`src/rtl/sdram_seq_pkg.sv`:
```
package sdram_seq_pkg;

    // Command code on {CS#, RAS#, CAS#, WE#}
    typedef enum logic [3:0] {
        CMD_LMR = 4'b0000,
        CMD_AR  = 4'b0001,
        CMD_PRE = 4'b0010,
        CMD_NOP = 4'b0111,
        CMD_INH = 4'b1111
    } sdr_cmd_e;

    typedef enum logic [2:0] {
        ST_PAUSE,
        ST_AR2,
        ST_LMR,
        ST_MRD,
        ST_IDLE,
        ST_REF,
        ST_RC
    } seq_state_e;

    // Mode word: burst-length code, interleaved bit, CAS latency
    function automatic logic [15:0] mode_word(input int bl, input int cl);
        logic [2:0] blc;
        logic [2:0] clc;
        blc = (bl == 4) ? 3'd2 : ((bl == 2) ? 3'd1 : 3'd0);
        clc = cl[2:0];
        return {9'd0, clc, 1'b1, blc};
    endfunction

    function automatic int max_of(input int a, input int b);
        return (a > b) ? a : b;
    endfunction

endpackage

```
`src/rtl/sdram_ref_timer.sv`:
```
module sdram_ref_timer #(
    parameter int REF_INTERVAL_CYC = 1950
) (
    input  logic clk,
    input  logic rst_n,
    input  logic run,
    output logic tick
);
    localparam int CW = $clog2(REF_INTERVAL_CYC + 1);
    localparam logic [CW-1:0] LAST = CW'(REF_INTERVAL_CYC - 1);

    logic [CW-1:0] cnt_d, cnt_q;

    always_comb begin
        tick  = run && (cnt_q == LAST);
        cnt_d = cnt_q;
        if (!run || tick) begin
            cnt_d = '0;
        end else begin
            cnt_d = cnt_q + 1'b1;
        end
    end

    always_ff @(posedge clk or negedge rst_n) begin
        if (!rst_n) cnt_q <= '0;
        else        cnt_q <= cnt_d;
    end
endmodule

```
`src/rtl/sdram_ref_pending.sv`:
```
module sdram_ref_pending #(
    parameter int PEND_MAX = 8
) (
    input  logic clk,
    input  logic rst_n,
    input  logic tick,
    input  logic served,
    input  logic clr_overdue,
    output logic owed,
    output logic overdue
);
    localparam int CW = $clog2(PEND_MAX + 1);
    localparam logic [CW-1:0] MAXV = CW'(PEND_MAX);

    typedef struct packed {
        logic [CW-1:0] cnt;
        logic          ovd;
    } pend_t;

    pend_t pend_d, pend_q;

    always_comb begin
        pend_d = pend_q;
        if (clr_overdue) pend_d.ovd = 1'b0;
        if (tick && !served) begin
            if (pend_q.cnt == MAXV) pend_d.ovd = 1'b1;
            else                    pend_d.cnt = pend_q.cnt + 1'b1;
        end else if (!tick && served && (pend_q.cnt != '0)) begin
            pend_d.cnt = pend_q.cnt - 1'b1;
        end
    end

    always_ff @(posedge clk or negedge rst_n) begin
        if (!rst_n) pend_q <= '0;
        else        pend_q <= pend_d;
    end

    assign owed    = (pend_q.cnt != '0);
    assign overdue = pend_q.ovd;
endmodule

```
`src/rtl/sdram_cmd_reg.sv`:
```
module sdram_cmd_reg
    import sdram_seq_pkg::*;
#(
    parameter int ADDR_W = 12,
    parameter int BA_W   = 2
) (
    input  logic              clk,
    input  logic              rst_n,
    input  sdr_cmd_e          cmd_i,
    input  logic [ADDR_W-1:0] addr_i,
    output logic              cke_o,
    output logic              cs_n_o,
    output logic              ras_n_o,
    output logic              cas_n_o,
    output logic              we_n_o,
    output logic [ADDR_W-1:0] addr_o,
    output logic [BA_W-1:0]   ba_o
);
    typedef struct packed {
        logic [3:0]        cmd;
        logic [ADDR_W-1:0] addr;
        logic [BA_W-1:0]   ba;
        logic              cke;
    } drive_t;

    drive_t drv_d, drv_q;

    always_comb begin
        drv_d.cmd  = cmd_i;
        drv_d.addr = addr_i;
        drv_d.ba   = '0;
        drv_d.cke  = 1'b1;
    end

    always_ff @(posedge clk or negedge rst_n) begin
        if (!rst_n) begin
            drv_q.cmd  <= CMD_INH;
            drv_q.addr <= '0;
            drv_q.ba   <= '0;
            drv_q.cke  <= 1'b0;
        end else begin
            drv_q <= drv_d;
        end
    end

    assign {cs_n_o, ras_n_o, cas_n_o, we_n_o} = drv_q.cmd;
    assign addr_o = drv_q.addr;
    assign ba_o   = drv_q.ba;
    assign cke_o  = drv_q.cke;
endmodule

```
`src/rtl/sdram_init_refresh.sv`:
```
module sdram_init_refresh
    import sdram_seq_pkg::*;
#(
    parameter int ADDR_W           = 12,
    parameter int BA_W             = 2,
    parameter int PAUSE_CYC        = 12500,
    parameter int REF_INTERVAL_CYC = 1950,
    parameter int T_RC_CYC         = 8,
    parameter int T_RP_CYC         = 3,
    parameter int T_MRD_CYC        = 2,
    parameter int PEND_MAX         = 8,
    parameter int BURST_LEN        = 4,
    parameter int CAS_LAT          = 3
) (
    input  logic              clk,
    input  logic              rst_n,
    input  logic              ref_gnt,
    output logic              ref_req,
    output logic              ready,
    output logic              sd_cke,
    output logic              sd_cs_n,
    output logic              sd_ras_n,
    output logic              sd_cas_n,
    output logic              sd_we_n,
    output logic [ADDR_W-1:0] sd_addr,
    output logic [BA_W-1:0]   sd_ba
);
    localparam int WMAX   = max_of(max_of(PAUSE_CYC, T_RC_CYC), max_of(T_RP_CYC, T_MRD_CYC));
    localparam int WAIT_W = $clog2(WMAX + 1);
    localparam logic [WAIT_W-1:0] PAUSE_M1 = WAIT_W'(PAUSE_CYC - 1);
    localparam logic [WAIT_W-1:0] TRC_M1   = WAIT_W'(T_RC_CYC - 1);
    localparam logic [WAIT_W-1:0] TRP_M1   = WAIT_W'(T_RP_CYC - 1);
    localparam logic [WAIT_W-1:0] TMRD_M1  = WAIT_W'(T_MRD_CYC - 1);
    localparam logic [15:0]       MODE_FULL = mode_word(BURST_LEN, CAS_LAT);
    localparam logic [ADDR_W-1:0] MODE_ADDR = MODE_FULL[ADDR_W-1:0];
    localparam logic [ADDR_W-1:0] PALL_ADDR = ADDR_W'(1) << 10;

    typedef struct packed {
        seq_state_e        state;
        logic [WAIT_W-1:0] wait_cnt;
        logic              ready;
    } seq_t;

    seq_t              seq_d, seq_q;
    sdr_cmd_e          cmd_nxt;
    logic [ADDR_W-1:0] addr_nxt;
    logic              served, clr_ovd, tick, owed, overdue;

    always_comb begin
        seq_d    = seq_q;
        cmd_nxt  = CMD_NOP;
        addr_nxt = '0;
        served   = 1'b0;
        clr_ovd  = 1'b0;
        if (seq_q.wait_cnt != '0) begin
            seq_d.wait_cnt = seq_q.wait_cnt - 1'b1;
        end else begin
            unique case (seq_q.state)
                ST_PAUSE: begin
                    cmd_nxt        = CMD_AR;
                    seq_d.wait_cnt = TRC_M1;
                    seq_d.state    = ST_AR2;
                end
                ST_AR2: begin
                    cmd_nxt        = CMD_AR;
                    seq_d.wait_cnt = TRC_M1;
                    seq_d.state    = ST_LMR;
                end
                ST_LMR: begin
                    cmd_nxt        = CMD_LMR;
                    addr_nxt       = MODE_ADDR;
                    seq_d.wait_cnt = TMRD_M1;
                    seq_d.state    = ST_MRD;
                end
                ST_MRD: begin
                    seq_d.ready = 1'b1;
                    seq_d.state = ST_IDLE;
                end
                ST_IDLE: begin
                    if (ref_gnt && owed) begin
                        cmd_nxt        = CMD_PRE;
                        addr_nxt       = PALL_ADDR;
                        seq_d.wait_cnt = TRP_M1;
                        seq_d.state    = ST_REF;
                    end
                end
                ST_REF: begin
                    cmd_nxt        = CMD_AR;
                    served         = 1'b1;
                    seq_d.wait_cnt = TRC_M1;
                    seq_d.state    = ST_RC;
                end
                ST_RC: begin
                    if (overdue) begin
                        cmd_nxt        = CMD_AR;
                        served         = 1'b1;
                        clr_ovd        = 1'b1;
                        seq_d.wait_cnt = TRC_M1;
                    end else begin
                        seq_d.state = ST_IDLE;
                    end
                end
                default: seq_d.state = ST_IDLE;
            endcase
        end
    end

    always_ff @(posedge clk or negedge rst_n) begin
        if (!rst_n) begin
            seq_q.state    <= ST_PAUSE;
            seq_q.wait_cnt <= PAUSE_M1;
            seq_q.ready    <= 1'b0;
        end else begin
            seq_q <= seq_d;
        end
    end

    sdram_ref_timer #(
        .REF_INTERVAL_CYC(REF_INTERVAL_CYC)
    ) u_timer (
        .clk  (clk),
        .rst_n(rst_n),
        .run  (seq_q.ready),
        .tick (tick)
    );

    sdram_ref_pending #(
        .PEND_MAX(PEND_MAX)
    ) u_pending (
        .clk        (clk),
        .rst_n      (rst_n),
        .tick       (tick),
        .served     (served),
        .clr_overdue(clr_ovd),
        .owed       (owed),
        .overdue    (overdue)
    );

    sdram_cmd_reg #(
        .ADDR_W(ADDR_W),
        .BA_W  (BA_W)
    ) u_cmd (
        .clk    (clk),
        .rst_n  (rst_n),
        .cmd_i  (cmd_nxt),
        .addr_i (addr_nxt),
        .cke_o  (sd_cke),
        .cs_n_o (sd_cs_n),
        .ras_n_o(sd_ras_n),
        .cas_n_o(sd_cas_n),
        .we_n_o (sd_we_n),
        .addr_o (sd_addr),
        .ba_o   (sd_ba)
    );

    assign ready   = seq_q.ready;
    assign ref_req = owed;
endmodule

```
`config.mk`:
```
export PLATFORM = sky130hd
export DESIGN_NAME = sdram_init_refresh
export DESIGN_NICKNAME = d
export VERILOG_FILES = /design/src/rtl/sdram_seq_pkg.sv /design/src/rtl/sdram_ref_timer.sv /design/src/rtl/sdram_ref_pending.sv /design/src/rtl/sdram_cmd_reg.sv /design/src/rtl/sdram_init_refresh.sv
export SDC_FILE = /design/constraint.sdc
export NUM_CORES = 1
export LEC_CHECK = 0
export BUFFER_PORTS_ARGS = -buffer_cell sky130_fd_sc_hd__buf_4
export CORE_MARGIN = 4
export CORE_UTILIZATION = 25
export DETAILED_ROUTE_END_ITERATION = 6
export GPL_TIMING_DRIVEN = 0
export PLACE_DENSITY_LB_ADDON = 0.12
export SYNTH_ARGS = -nofsm -noshare
export SYNTH_HDL_FRONTEND = slang
export SYNTH_SLANG_ARGS = --single-unit
```
`constraint.sdc`:
```
create_clock -name clk -period 3.05 [get_ports clk]
set_input_delay 0.4575 -clock clk [delete_from_list [all_inputs] [get_ports clk]]
set_output_delay 0.4575 -clock clk [all_outputs]
set_load 0.02 [all_outputs]
```
==> impl_metrics.csv <==
group,metric,value,unit
worst_setup_path,crit_type,"flop to flop",
worst_setup_path,critPathArrivalTime,3.10,ns
floorplan,io_pins,24,
sta,max_slew_margin,36.46,%
placement,place_ws,-0.1593,ns
grt,grt_use_met1,14.12,%
detailed_routing,wirelength,4.489,mm
detailed_routing,wl_per_cell,12.54,microns
detailed_routing,antenna_left,0,
detailed_routing,vias,1609,
cts,path_clk_slew,0.08,ns
floorplan,dieHeight,101.7,microns
cells_and_area,final_common_cell,"dfrtp_1",
sta,finalHoldViolCount,0,
sta,rsz0062_at_grt,"no",
grt,grt_max_degree,42,
placement,gp_congestion,0.7193,
sta,final.setup.tns,0,ns
grt,gr-max-usage-layer,"met2",
sta,fin_crit_sh,93.95,%
cells_and_area,multi_input_area,1066,sq um
yosys,synthDistinctLibCells,51,
yosys,synthFlopType,"dfrtp_1",
yosys,synth-async-reset-ratio,100.0,%
placement,post-dp-hpwl,3.119,mm
cells_and_area,drive_gt1_share,22.13,%
floorplan,dieWidth,101.7,microns
sta,fin_crit,2.866,ns
cells_and_area,nNetsFinal,261,
yosys,synthesis.area,2195,sq um
floorplan,initial_core_util,26.18,%
cts,cts_tree,"done",
cells_and_area,fill_cells,865,
cells_and_area,mostFrequentLayoutCells,"30 x dfrtp_1, 28 x buf_4, 19 x nor2_1, 16 x nand2_1, 14 x o21ai_0",
grt,track_usage,9.659,%
cts,clock-sinks,41,
status,outcome,"completed",
grt,overflow,0,
cells_and_area,area_growth,18.24,%
floorplan,rows,33,
yosys,ys_warn_count,0,
detailed_routing,first_pass_iters,4,
power,leakage,1.180,nW
cells_and_area,num_antenna_cells,0,
sta,clock_skew,0.009072,ns
cts,clk_path_buf_depth,2,
yosys,ys_seq_area_share,47.38,%
detailed_routing,route.detailed.drc,0,
grt,antenna_found_initial,0,
worst_hold_path,min_path_type,"input port to asynchronous set/reset pin",
cts,h-tree-depth,2,
cts,clk_latency,0.29,ns
grt,grt_pass1_wl,7.962,mm
yosys,avgSynthCellArea,9.975,sq um
worst_setup_path,cp_max_fo,9,
detailed_routing,vias_per_cell,4.494,
cts,cts-buffers-inserted,5,
power,ir_worst_vdd,0.0001334,V
sta,drv_slew,0,
cells_and_area,final-seq-area,1040,sq um
grt,use_met2,14.13,%
grt,use_met3,1.928,%
yosys,ys_ff_latch,41,
flow_run,maxCapViolCount,0,
sta,setup_viol,0,
sta,tightest_slew,0.9408,ns
worst_setup_path,cp.required,3.28,ns
placement,io_buffers,14,
sta,fin_ws,0.1844,ns
power,power_density,376.9,nW/um^2
floorplan,die_area,10340,sq um
yosys,syn_inst,220,
yosys,synth_enable_flop_cells,0,
floorplan,core_area,8382,sq um
detailed_routing,drt-initial-drc-count,75,
worst_setup_path,worst_setup_path_start_kind,"flop",
sta,fmax,349.0,MHz
worst_setup_path,endpoint_kind,"flop",
sta,worst_hold_slack,0.1436,ns
grt,grt_pass1_vias,1576,
cts,cts_root_buf,"clkbuf_8",
stage by stage:
step                utilization, %  area [sq um]  cells  total power [mW]
floorplan                        -          2228    229            0.5770
global placement             29.41          2465    348            0.5933
detailed placement           29.41          2465    348            0.5930
CTS                          30.89          2589    358             1.001
global route                 30.96          2595    358             1.022
finish                       30.96          2595    358            0.9780
report_power, final:
group          leakage [nW]  switching (mW)  internal [mW]
combinational         0.618          0.0247         0.0111
clock                0.0542           0.191          0.205
sequential            0.507        0.000315          0.546
synthesized netlist by cell type (all sizes together), types with 2 or more instances:
library cell,instances,share of area [%]
o21ai,15,3.6
clkbuf,5,0.86
and3,3,0.86
nand2b,2,0.57
nor3,5,1.1
nor2b,3,0.86
nand4,4,1.1
a21oi,11,2.5
nand3,11,3.1
buf,13,4.3
inv,6,1.0
dfstp,11,13
nor4b,2,0.80
a21o,2,0.68
o211ai,5,1.7
nor4,3,1.5
xnor2,9,3.6
ha,5,2.9
mux2i,3,1.4
or3,5,1.5
or4,2,0.86
dfrtp,30,34
xor2,9,3.6
nand2,16,2.7
conb,2,0.34
nor2,19,3.2
timing repair:
item                                    in CTS  in global routing
setup buffers                                2                  0
resized for setup                            1                  1
pin swaps                                    1                  0
endpoints found under the setup margin       1                  1
hold buffers                                 0                  0
path summary, 6_finish.rpt:
| check | slack, ns | end | cells after the start | from |
|---|---|---|---|---|
| worst max register to register | 0.18 | u_pending.pend_q[4] | 9 | u_timer.cnt_q[5] |
| min in group clk | 0.50 | seq_q[8] | 1 | seq_q[8] |
| worst max-delay path | 0.18 | u_pending.pend_q[4] | 9 | u_timer.cnt_q[5] |
| worst min register to register | 0.50 | seq_q[8] | 1 | seq_q[8] |
| worst min-delay path | 0.14 | u_cmd.cke_o | 1 | rst_n |
| max in group asynchronous | 2.53 | u_cmd.cas_n_o | 1 | rst_n |
logic make-up after synthesis:
family	synth area share (%)
flip-flops	47.38
XOR/XNOR	7.184
other	0.3422
AO/OA/AOI/OAI	13.11
multiplexers	1.368
AND/OR/NAND/NOR	20.64
buffers and inverters	6.214
adder cells (fa/ha/maj)	3.763
cell type report:
cell class              instances  area share, %
inverters                       6         0.8679
well taps                     105          5.063
multi-input cells             164          41.08
flip-flops and latches         41          40.07
clock buffers                   7          3.713
repair buffers                 16          4.629
clock inverters                 1         0.1929
plain buffers                  18          4.388
registers in the layout (all words and copies together) (netlist names):
name and flops:
ready 1, seq_q 17, u_cmd.addr_o 2, u_cmd.cas_n_o 1, u_cmd.cke_o 1, u_cmd.cs_n_o 1, u_cmd.ras_n_o 1, u_cmd.we_n_o 1
u_pending.overdue 1, u_pending.pend_q 4, u_timer.cnt_q 11
worst max-delay path, cell delays in order, from the launching register on:
cell and delay (ns):
dfrtp_1 0.44, or3b_1 0.42, nor4_1 0.55, o21ai_4 0.22
ha_1 0.32, a21o_1 0.17, a21oi_1 0.24, nand4_1 0.15
o31a_1 0.25, nand2_1 0.05
routing by layer:
layer	vias to the layer above	wire length, microns	part of all wire (%)
met5	-	0	0
li1	817	-	-
met1	759	2384	53
met3	2	155	3.5
met4	0	38	0.85
met2	31	1909	43
Note: power is estimated with default switching activity, not from simulation.
